## config.mk

```make
export PLATFORM = sky130hd
export DESIGN_NAME = ca_phase_sequencer
export DESIGN_NICKNAME = d
export VERILOG_FILES = /design/src/rtl/seq_pkg.sv /design/src/rtl/seq_ctrl.sv /design/src/rtl/seq_colpath.sv /design/src/rtl/seq_pushdelay.sv /design/src/rtl/ca_phase_sequencer.sv
export SDC_FILE = /design/constraint.sdc
export NUM_CORES = 1
export LEC_CHECK = 0
export ABC_AREA = 1
export CORE_ASPECT_RATIO = 1.25
export CORE_MARGIN = 2
export CORE_UTILIZATION = 40
export CTS_CLUSTER_DIAMETER = 100
export DETAILED_ROUTE_END_ITERATION = 12
export DONT_BUFFER_PORTS = 1
export GPL_TIMING_DRIVEN = 0
export PLACE_DENSITY = 0.6
export SLEW_MARGIN = 10
export SYNTH_ARGS = -nofsm -noshare
export SYNTH_HDL_FRONTEND = slang
export SYNTH_SLANG_ARGS = --single-unit
```

## constraint.sdc

```tcl
create_clock -name clk -period 4.42 [get_ports clk]
set_input_delay 0.221 -clock clk [delete_from_list [all_inputs] [get_ports clk]]
set_output_delay 0.221 -clock clk [all_outputs]
set_load 0.05 [all_outputs]
```

## src/rtl/seq_pkg.sv

```systemverilog
package seq_pkg;

  typedef enum logic [1:0] {
    PH_LOAD = 2'd0,
    PH_WORK = 2'd1,
    PH_SAVE = 2'd2
  } phase_e;

  // strobes from the control to the column datapath
  typedef struct packed {
    logic load;     // a word is accepted at the cursor column
    logic work;     // all columns evolve this cycle
    logic save;     // the cursor column is read out this cycle
    logic advance;  // rotate the column token
  } seqStrb_t;

endpackage

```

## src/rtl/seq_ctrl.sv

```systemverilog
module seq_ctrl
  import seq_pkg::*;
#(
  parameter int GEN_W = 16
) (
  input  logic             clk,
  input  logic             rstN,
  input  logic [GEN_W-1:0] genCount,
  input  logic             inValid,
  input  logic             outFull,
  input  logic             tokLast,
  output seqStrb_t         strb
);

  phase_e           phase;
  logic [GEN_W-1:0] genLeft;
  logic [GEN_W-1:0] genLoad;

  // remaining extra generations after the current one; 0 means one cycle
  assign genLoad = (genCount == '0) ? '0 : genCount - GEN_W'(1);

  always_comb begin
    strb.load    = (phase == PH_LOAD) && inValid && !outFull;
    strb.work    = (phase == PH_WORK) && !outFull;
    strb.save    = (phase == PH_SAVE) && !outFull;
    strb.advance = strb.load || strb.save;
  end

  always_ff @(posedge clk) begin
    if (!rstN) begin
      phase   <= PH_LOAD;
      genLeft <= '0;
    end else begin
      unique case (phase)
        PH_LOAD: if (strb.load && tokLast) begin
          phase   <= PH_WORK;
          genLeft <= genLoad;
        end
        PH_WORK: if (strb.work) begin
          if (genLeft == '0) phase <= PH_SAVE;
          else               genLeft <= genLeft - GEN_W'(1);
        end
        PH_SAVE: if (strb.save && tokLast) begin
          phase   <= PH_WORK;
          genLeft <= genLoad;
        end
        default: phase <= PH_LOAD;
      endcase
    end
  end

  // a full output side holds phase and counter
  assert_freeze_R8: assert property (@(posedge clk) disable iff (!rstN)
    outFull |=> ($stable(phase) && $stable(genLeft)));

  // each unfrozen work cycle with generations left counts down once
  assert_count_down_R4: assert property (@(posedge clk) disable iff (!rstN)
    (phase == PH_WORK && !outFull && genLeft != '0)
      |=> (phase == PH_WORK && genLeft == $past(genLeft) - GEN_W'(1)));

  // the last save column hands straight back to work
  assert_save_returns_R7: assert property (@(posedge clk) disable iff (!rstN)
    (phase == PH_SAVE && tokLast && !outFull) |=> (phase == PH_WORK));

  // loading happens once per reset
  assert_no_reload_R7: assert property (@(posedge clk) disable iff (!rstN)
    (phase != PH_LOAD) |=> (phase != PH_LOAD));

endmodule

```

## src/rtl/seq_colpath.sv

```systemverilog
module seq_colpath
  import seq_pkg::*;
#(
  parameter int NUM_COLS = 32
) (
  input  logic                clk,
  input  logic                rstN,
  input  seqStrb_t            strb,
  input  logic                outFull,
  output logic                tokLast,
  output logic [NUM_COLS-1:0] enR,
  output logic [NUM_COLS-1:0] enW,
  output logic [NUM_COLS-1:0] work,
  output logic                enL,
  output logic                enS
);

  logic [NUM_COLS-1:0] token;

  // rotating cursor; wrapping from the last column restarts at column 0
  always_ff @(posedge clk) begin
    if (!rstN)             token <= NUM_COLS'(1);
    else if (strb.advance) token <= {token[NUM_COLS-2:0], token[NUM_COLS-1]};
  end

  assign tokLast = token[NUM_COLS-1];

  for (genvar c = 0; c < NUM_COLS; c++) begin : gCol
    assign enR[c]  = token[c] & strb.load;
    assign enW[c]  = token[c] & strb.save;
    assign work[c] = strb.work;
  end

  assign enL = |enR;
  assign enS = |enW;

  // the cursor is always a single column
  assert_onehot_R2: assert property (@(posedge clk) disable iff (!rstN)
    $countones(token) == 1);

  // load, evolve and save never overlap
  assert_exclusive_R6: assert property (@(posedge clk) disable iff (!rstN)
    $countones({enL, enS, work[0]}) <= 1);

  // nothing is strobed while the output side is full
  assert_full_quiet_R8: assert property (@(posedge clk) disable iff (!rstN)
    outFull |-> (enR == '0 && enW == '0 && work == '0));

  // the cursor moves only on an accepted word or a save step
  assert_cursor_hold_R3: assert property (@(posedge clk) disable iff (!rstN)
    (!enL && !enS) |=> $stable(token));

endmodule

```

## src/rtl/seq_pushdelay.sv

```systemverilog
module seq_pushdelay #(
  parameter int OUT_LAT = 2
) (
  input  logic clk,
  input  logic rstN,
  input  logic hold,
  input  logic inStrobe,
  output logic outStrobe
);

  if (OUT_LAT == 0) begin : gDirect
    assign outStrobe = inStrobe & ~hold;
  end else begin : gPipe
    logic [OUT_LAT-1:0] stage;
    for (genvar s = 0; s < OUT_LAT; s++) begin : gStage
      always_ff @(posedge clk) begin
        if (!rstN)     stage[s] <= 1'b0;
        else if (!hold) stage[s] <= (s == 0) ? inStrobe : stage[(s == 0) ? 0 : s - 1];
      end
    end
    assign outStrobe = stage[OUT_LAT-1] & ~hold;
  end

  // no push reaches a full FIFO
  assert_no_push_full_R9: assert property (@(posedge clk) disable iff (!rstN)
    hold |-> !outStrobe);

endmodule

```

## src/rtl/ca_phase_sequencer.sv

```systemverilog
module ca_phase_sequencer
  import seq_pkg::*;
#(
  parameter int NUM_COLS = 32,
  parameter int GEN_W    = 16,
  parameter int OUT_LAT  = 2
) (
  input  logic                clk,
  input  logic                rstN,
  input  logic [GEN_W-1:0]    genCount,
  input  logic                inValid,
  input  logic                outFull,
  output logic [NUM_COLS-1:0] enR,
  output logic [NUM_COLS-1:0] enW,
  output logic [NUM_COLS-1:0] work,
  output logic                enL,
  output logic                enS,
  output logic                fifoPush
);

  seqStrb_t strb;
  logic     tokLast;

  seq_ctrl #(.GEN_W(GEN_W)) uCtrl (
    .clk(clk), .rstN(rstN), .genCount(genCount), .inValid(inValid),
    .outFull(outFull), .tokLast(tokLast), .strb(strb)
  );

  seq_colpath #(.NUM_COLS(NUM_COLS)) uCols (
    .clk(clk), .rstN(rstN), .strb(strb), .outFull(outFull),
    .tokLast(tokLast), .enR(enR), .enW(enW), .work(work),
    .enL(enL), .enS(enS)
  );

  seq_pushdelay #(.OUT_LAT(OUT_LAT)) uPush (
    .clk(clk), .rstN(rstN), .hold(outFull), .inStrobe(enS),
    .outStrobe(fifoPush)
  );

endmodule

```

## After elaboration in Yosys (flattened, before gate mapping)

Cells that the tools add are included.

| word-level totals | value |
|---|---|
| register bits | 52 |
| bits of input ports | 20 |
| output and inout port bits | 99 |

| cells by class | value |
|---|---|
| $add $sub $neg | 2 |
| equal/unequal tests | 7 |
| multiplexer cells | 11 |
| bitwise operators | 66 |
| reductions and logical operators | 16 |

Operators with widths:

| kind | number |
|---|---|
| $mux 16 | 5 |
| $and 1x1->1 | 65 |
| $reduce_or 32->1 | 2 |
| $pmux 16 s3 | 1 |
| $logic_not 16->1 | 2 |
| $sub 16x1->16 const B | 2 |
| $ne 2x2->1 const B | 5 |
| $mux 2 | 4 |
| $logic_and 1x1->1 | 6 |
| $pmux 2 s3 | 1 |
| $reduce_and 5->1 | 1 |
| $reduce_and 4->1 | 1 |
| $reduce_bool 3->1 | 1 |
| $eq 2x1->1 const B | 1 |
| $eq 2x2->1 const B | 1 |
| $logic_not 2->1 | 1 |
| $logic_not 1->1 | 1 |
| $logic_or 1x1->1 | 1 |
| $not 1->1 | 1 |

## Depth between registers and ports, before layout

| depth | value |
|---|---|
| depth after elaboration | 6 |
| depth in mapped cells | 13 |
| gate-level depth less buffers | 11 |

## By module

Synthesis repeated with hierarchy kept, for this count alone.

| unflattened totals | value |
|---|---|
| cell total of the unflattened synthesis | 692 |
| area total of the unflattened synthesis | 4007.6 um^2 |

By module, submodules not included:

| module | times used | cells each | area an instance (um^2) | sequential area each (um^2) |
|---|---|---|---|---|
| seq_colpath | 1 | 366 | 2104.5 | 640.6 |
| seq_ctrl | 1 | 313 | 1821.7 | 360.3 |
| seq_pushdelay | 1 | 13 | 81.3 | 40.0 |

## Worst setup path before layout

No wires, ideal clock.

| path | value |
|---|---|
| kind | reg-to-output |
| start | register uCtrl.phase[0] |
| end | output port work[0] |
| data arrival time | 2267 ps |
| slack | 1932 ps |
| stages on the path, launching flop included | 7 |
| path buffers | 2 |
| path through | dfxtp_1 -> inv_2 -> nor2_2 -> inv_2 -> buf_2 -> nor2_1 -> buf_4 |

RTL lines:

| element | RTL line | source |
|---|---|---|
| from (decl) | seq_ctrl.sv:15 | `phase_e phase;` |
| from (signal assigned) | seq_ctrl.sv:31 | `phase <= PH_LOAD;` |
| from (signal assigned) | seq_ctrl.sv:36 | `phase <= PH_WORK;` |
| from (signal assigned) | seq_ctrl.sv:40 | `if (genLeft == '0) phase <= PH_SAVE;` |
| to (decl) | ca_phase_sequencer.sv:15 | `output logic [NUM_COLS-1:0] work,` |

## Worst setup path after layout

| path | value |
|---|---|
| start | register uCtrl.phase[0] |
| end | output port enL |

| between the ends | value |
|---|---|
| word-level cells in the longest chain between the ends | 5 |
| elaborated cells on any way between the ends | 36 |
| classes of those cells | 32 x bitwise; 4 x reduce/logical |

Ends and longest elaborated chain:

| element | RTL line | source |
|---|---|---|
| $logic_not 2->1 | seq_ctrl.sv:23 | `strb.load = (phase == PH_LOAD) && inValid && !outFull;` |
| $logic_and 1x1->1 (2 in series) | seq_ctrl.sv:23 |  |
| $and 1x1->1 | seq_colpath.sv:29 | `assign enR[c] = token[c] & strb.load;` |
| via enR[31] | ca_phase_sequencer.sv:13 | `output logic [NUM_COLS-1:0] enR,` |
| $reduce_or 32->1 | seq_colpath.sv:34 | `assign enL = \|enR;` |
| to (decl) | ca_phase_sequencer.sv:16 | `output logic enL,` |

The timed path passes the listed nets, and every way through them passes these cells.

==> metrics <==
hold_buf cts=0; net switching power=494.5 uW; height of the die=between 100 and 150 um; io pins=between 100 and 150; Synth cell types=32; CP bufs+invs=1; Wirelength per Cell=between 10 and 15 um; sequential power share=approximately two fifths; total wire length=~10 mm; crit path time final=around 3000 ps; CTS H-tree depth=2; Required @ worst endpoint=~4200 ps; Crit path top cell by count=nor2_1; compound-gate portion of the synthesized area=16.55%; CP delay by family, top=simple AND/OR/NAND/NOR gates; clock slew at reported path FFs=around 70 ps; Overall Global Routing Usage=19.76%; CTS tree=done; Antenna Nets Post-Route=0; Core Rows=39; grt met2 use=between 30% and 40%; main combinational cell family by area after synthesis=simple AND/OR/NAND/NOR gates; slew margin rel.=30.82%; unrepaired setup endpoints after global routing=no; final estimated routing congestion in global placement=about 0.85; Hold Crit Start=rstN; HP Class=in2reg; grt total ovfl=0; P per Cell Area=between 300 and 400 nW/um2; Switching Share=between 30 and 40%; Post-Layout Cell Count=approximately 750; CTS buffer count=5; critical path depth=8; GRT Max-Usage Layer=met2; status=finished, final reports clean; largest net degree at the start of global routing=31; vias per std cell=about 5.1; Crit Reg-Reg Endpoint=uCols.token[0]; post-route core utilization=44.36%; Register-to-Register Path Depth=6; initial core utilization=40.82%; WS Path Type=reg2out; CP Cell Sequence=nor2_1 > nand3_2 > buf_2 > nor2_1 > nor2_1 > nand4_1 > nor2_1 > nand2_1; Final Hold Vio Count=0; Final Skew=just under 6 ps; # diodes=0; CP endpoint kind=output port; Yosys reg bits=52; post-synthesis net count=between 600 and 700; warnings from Yosys=0; setup tns final=0 ps; clock tree buffer depth=2; initial DRC count=183; CP endpoint=enL; mux cell area share after synthesis=0%; layout cells sized above 1=about an eighth; simple-gate share of the synthesized area=between 30% and 40%; Post-Synthesis Cell Area=~3700 um2; root buffer cell=clkbuf_16; initial antenna violation count=0; number of max-cap violations=0; met3 Track Usage GR=around 3.2%; vias post-DR=around 3800; Mapped Cells=roughly 610; GRT met1 Usage=23.18%; vias in the first global route=~3600; VDD IR-drop max=around 0.0002 V; Post-Synth Adder-Cell Area=about 1%; Pint=roughly 850 uW; First-pass DRT Iterations=4; placed cells=approximately 740; clock latency at the later pin of the worst-skew pair=300 ps; total die area=slightly above 10000 um2; P&R area growth vs syn=8.679%; post-synthesis xor/xnor area fraction=under 10%; post-synthesis sequential area ratio=around 28%; startpoint types=flop; Detailed Place HPWL=7.918 mm; slowest stage delay, CP=approximately 800 ps; Port-buffer cells=0; P_leak=around 0.0018 uW; syn_area_per_cell=about 6.0 um2; Worst R2R Start=uCtrl.phase[0]; Comb power frac=about 31%; PostCTS Resize Cnt=0; Final Cycle Share=between 60% and 70%; arrival time at the worst endpoint=roughly 2800 ps; DRC=0; Setup Buffers After CTS=0; final setup violation count=0; fmax=between 0.3 and 0.4 GHz; Slew @ Worst Pin=approximately 1000 ps; flop-to-flop setup slack=approximately 2300 ps; CORE AREA=a little over 9000 um2; final max-slew violation count=0; nets=between 600 and 700; CP Launch Point=uCtrl.phase[0]; Critical-path top delay cell=nor2_1; clock network power share=29.8%; clk sinks=52; Die X-Extent=between 90 and 100 um; critical path fanouts, max=10; global-route wire length before repair=around 16 mm
==> stage by stage <==
step,power [uW],setup WS (ps),hold WS (ps),instance area [um2]
after floorplan,872.4,1932,359.4,3705
after global placement,939.3,1594,366.1,3859
after detailed placement,949.1,1755,374.2,3876
after CTS,1351,1428,55.17,4026
after global routing,1420,1248,74.37,4026
final,1342,1440,65.86,4026
==> final cells by class <==
| class | count | area (um2) |
|---|---|---|
| Timing Repair Buffer | 1 | 15.01 |
| Inverter | 80 | 304.0 |
| Clock buffer | 7 | 142.6 |
| Fill cell | 974 | 5050 |
| Tap cell | 123 | 153.9 |
| Buffer | 55 | 376.6 |
| Clock inverter | 1 | 7.507 |
| Multi-Input combinational cell | 426 | 1986 |
| Sequential cell | 52 | 1041 |
==> synthesized netlist by cell type (all sizes together) <==
master,instances,area (um2)
nor2,155,606.8
nand2,89,349.1
inv,78,295.3
o21ai,63,319.1
dfxtp,52,1041
buf,49,354.1
a21oi,46,234.0
nand3,34,180.2
nand4,16,100.1
xor2,8,70.07
clkbuf,6,22.52
o211ai,6,45.04
ha,3,37.54
clkinv,2,8.750
nor3,2,10.01
o21bai,2,15.01
nand3b,1,7.510
xnor2,1,8.760
==> routing by layer <==
layer,share of wire (%),vias to the layer above,routed length (um)
met2,50,136,5138
met1,43,1705,4408
met4,0.99,0,101
li1,-,1932,-
met3,5.9,8,604
met5,0,-,0
==> power by group through the flow <==
stage	clock network, uW	logic (uW)	registers (uW)
floorplan	0	337	536
global placement	0	397	543
detailed placement	0	406	543
CTS	411	407	533
global route	426	455	538
finish	400	409	534
==> flip-flops by register name (all words and copies together), names as in the netlist <==
name / cells
uCtrl.phase: 2
uCols.token: 32
uCtrl.genLeft: 16
uPush.gPipe.stage: 2
==> cell usage in the layout, fill, tap and decap left out, types with 2 or more instances in the layout <==
cell type    n
nand2_2      3
nor2_1     148
o21ai_1     14
dfxtp_1     52
buf_4       32
nand3_1     32
a21oi_1     45
o211ai_1     6
nor2_4       2
ha_1         3
clkbuf_16    5
o21ai_0     48
nand2_1     85
clkbuf_1     7
buf_2       13
buf_6        3
nand3_2      2
nor3_1       2
xor2_1       8
nor2_2       5
inv_1       72
o21bai_1     2
nand4_1     16
buf_8        2
inv_2        5
==> worst register-to-register path: cells and delay by family (launching register included) <==
kind | cells | cell delay, ps
and+or+nand+nor | 4 | 1290
DFF | 1 | 370
buffers and inverters | 1 | 240
AOI/OAI and AO/OA | 1 | 100
==> cell families (layout without fill, tap and decap cells) <==
family                     after synthesis  count (layout)
and+or+nand+nor                        297             297
adders and majority gates                3               3
buffers and inverters                  135             144
AOI/OAI and AO/OA                      117             117
xor gates and xnor gates                 9               9
DFF                                     52              52
==> worst min path at each step <==
stage,endpoint,cells past startpoint
2_1_floorplan,uCols.token[2],2
3_3_place_gp,uCols.token[3],2
3_5_place_dp,uCols.token[4],2
4_1_cts,uCols.token[4],2
5_1_grt,uCols.token[4],2
6_report,uCols.token[4],2
(Power assumes the default switching activity.)
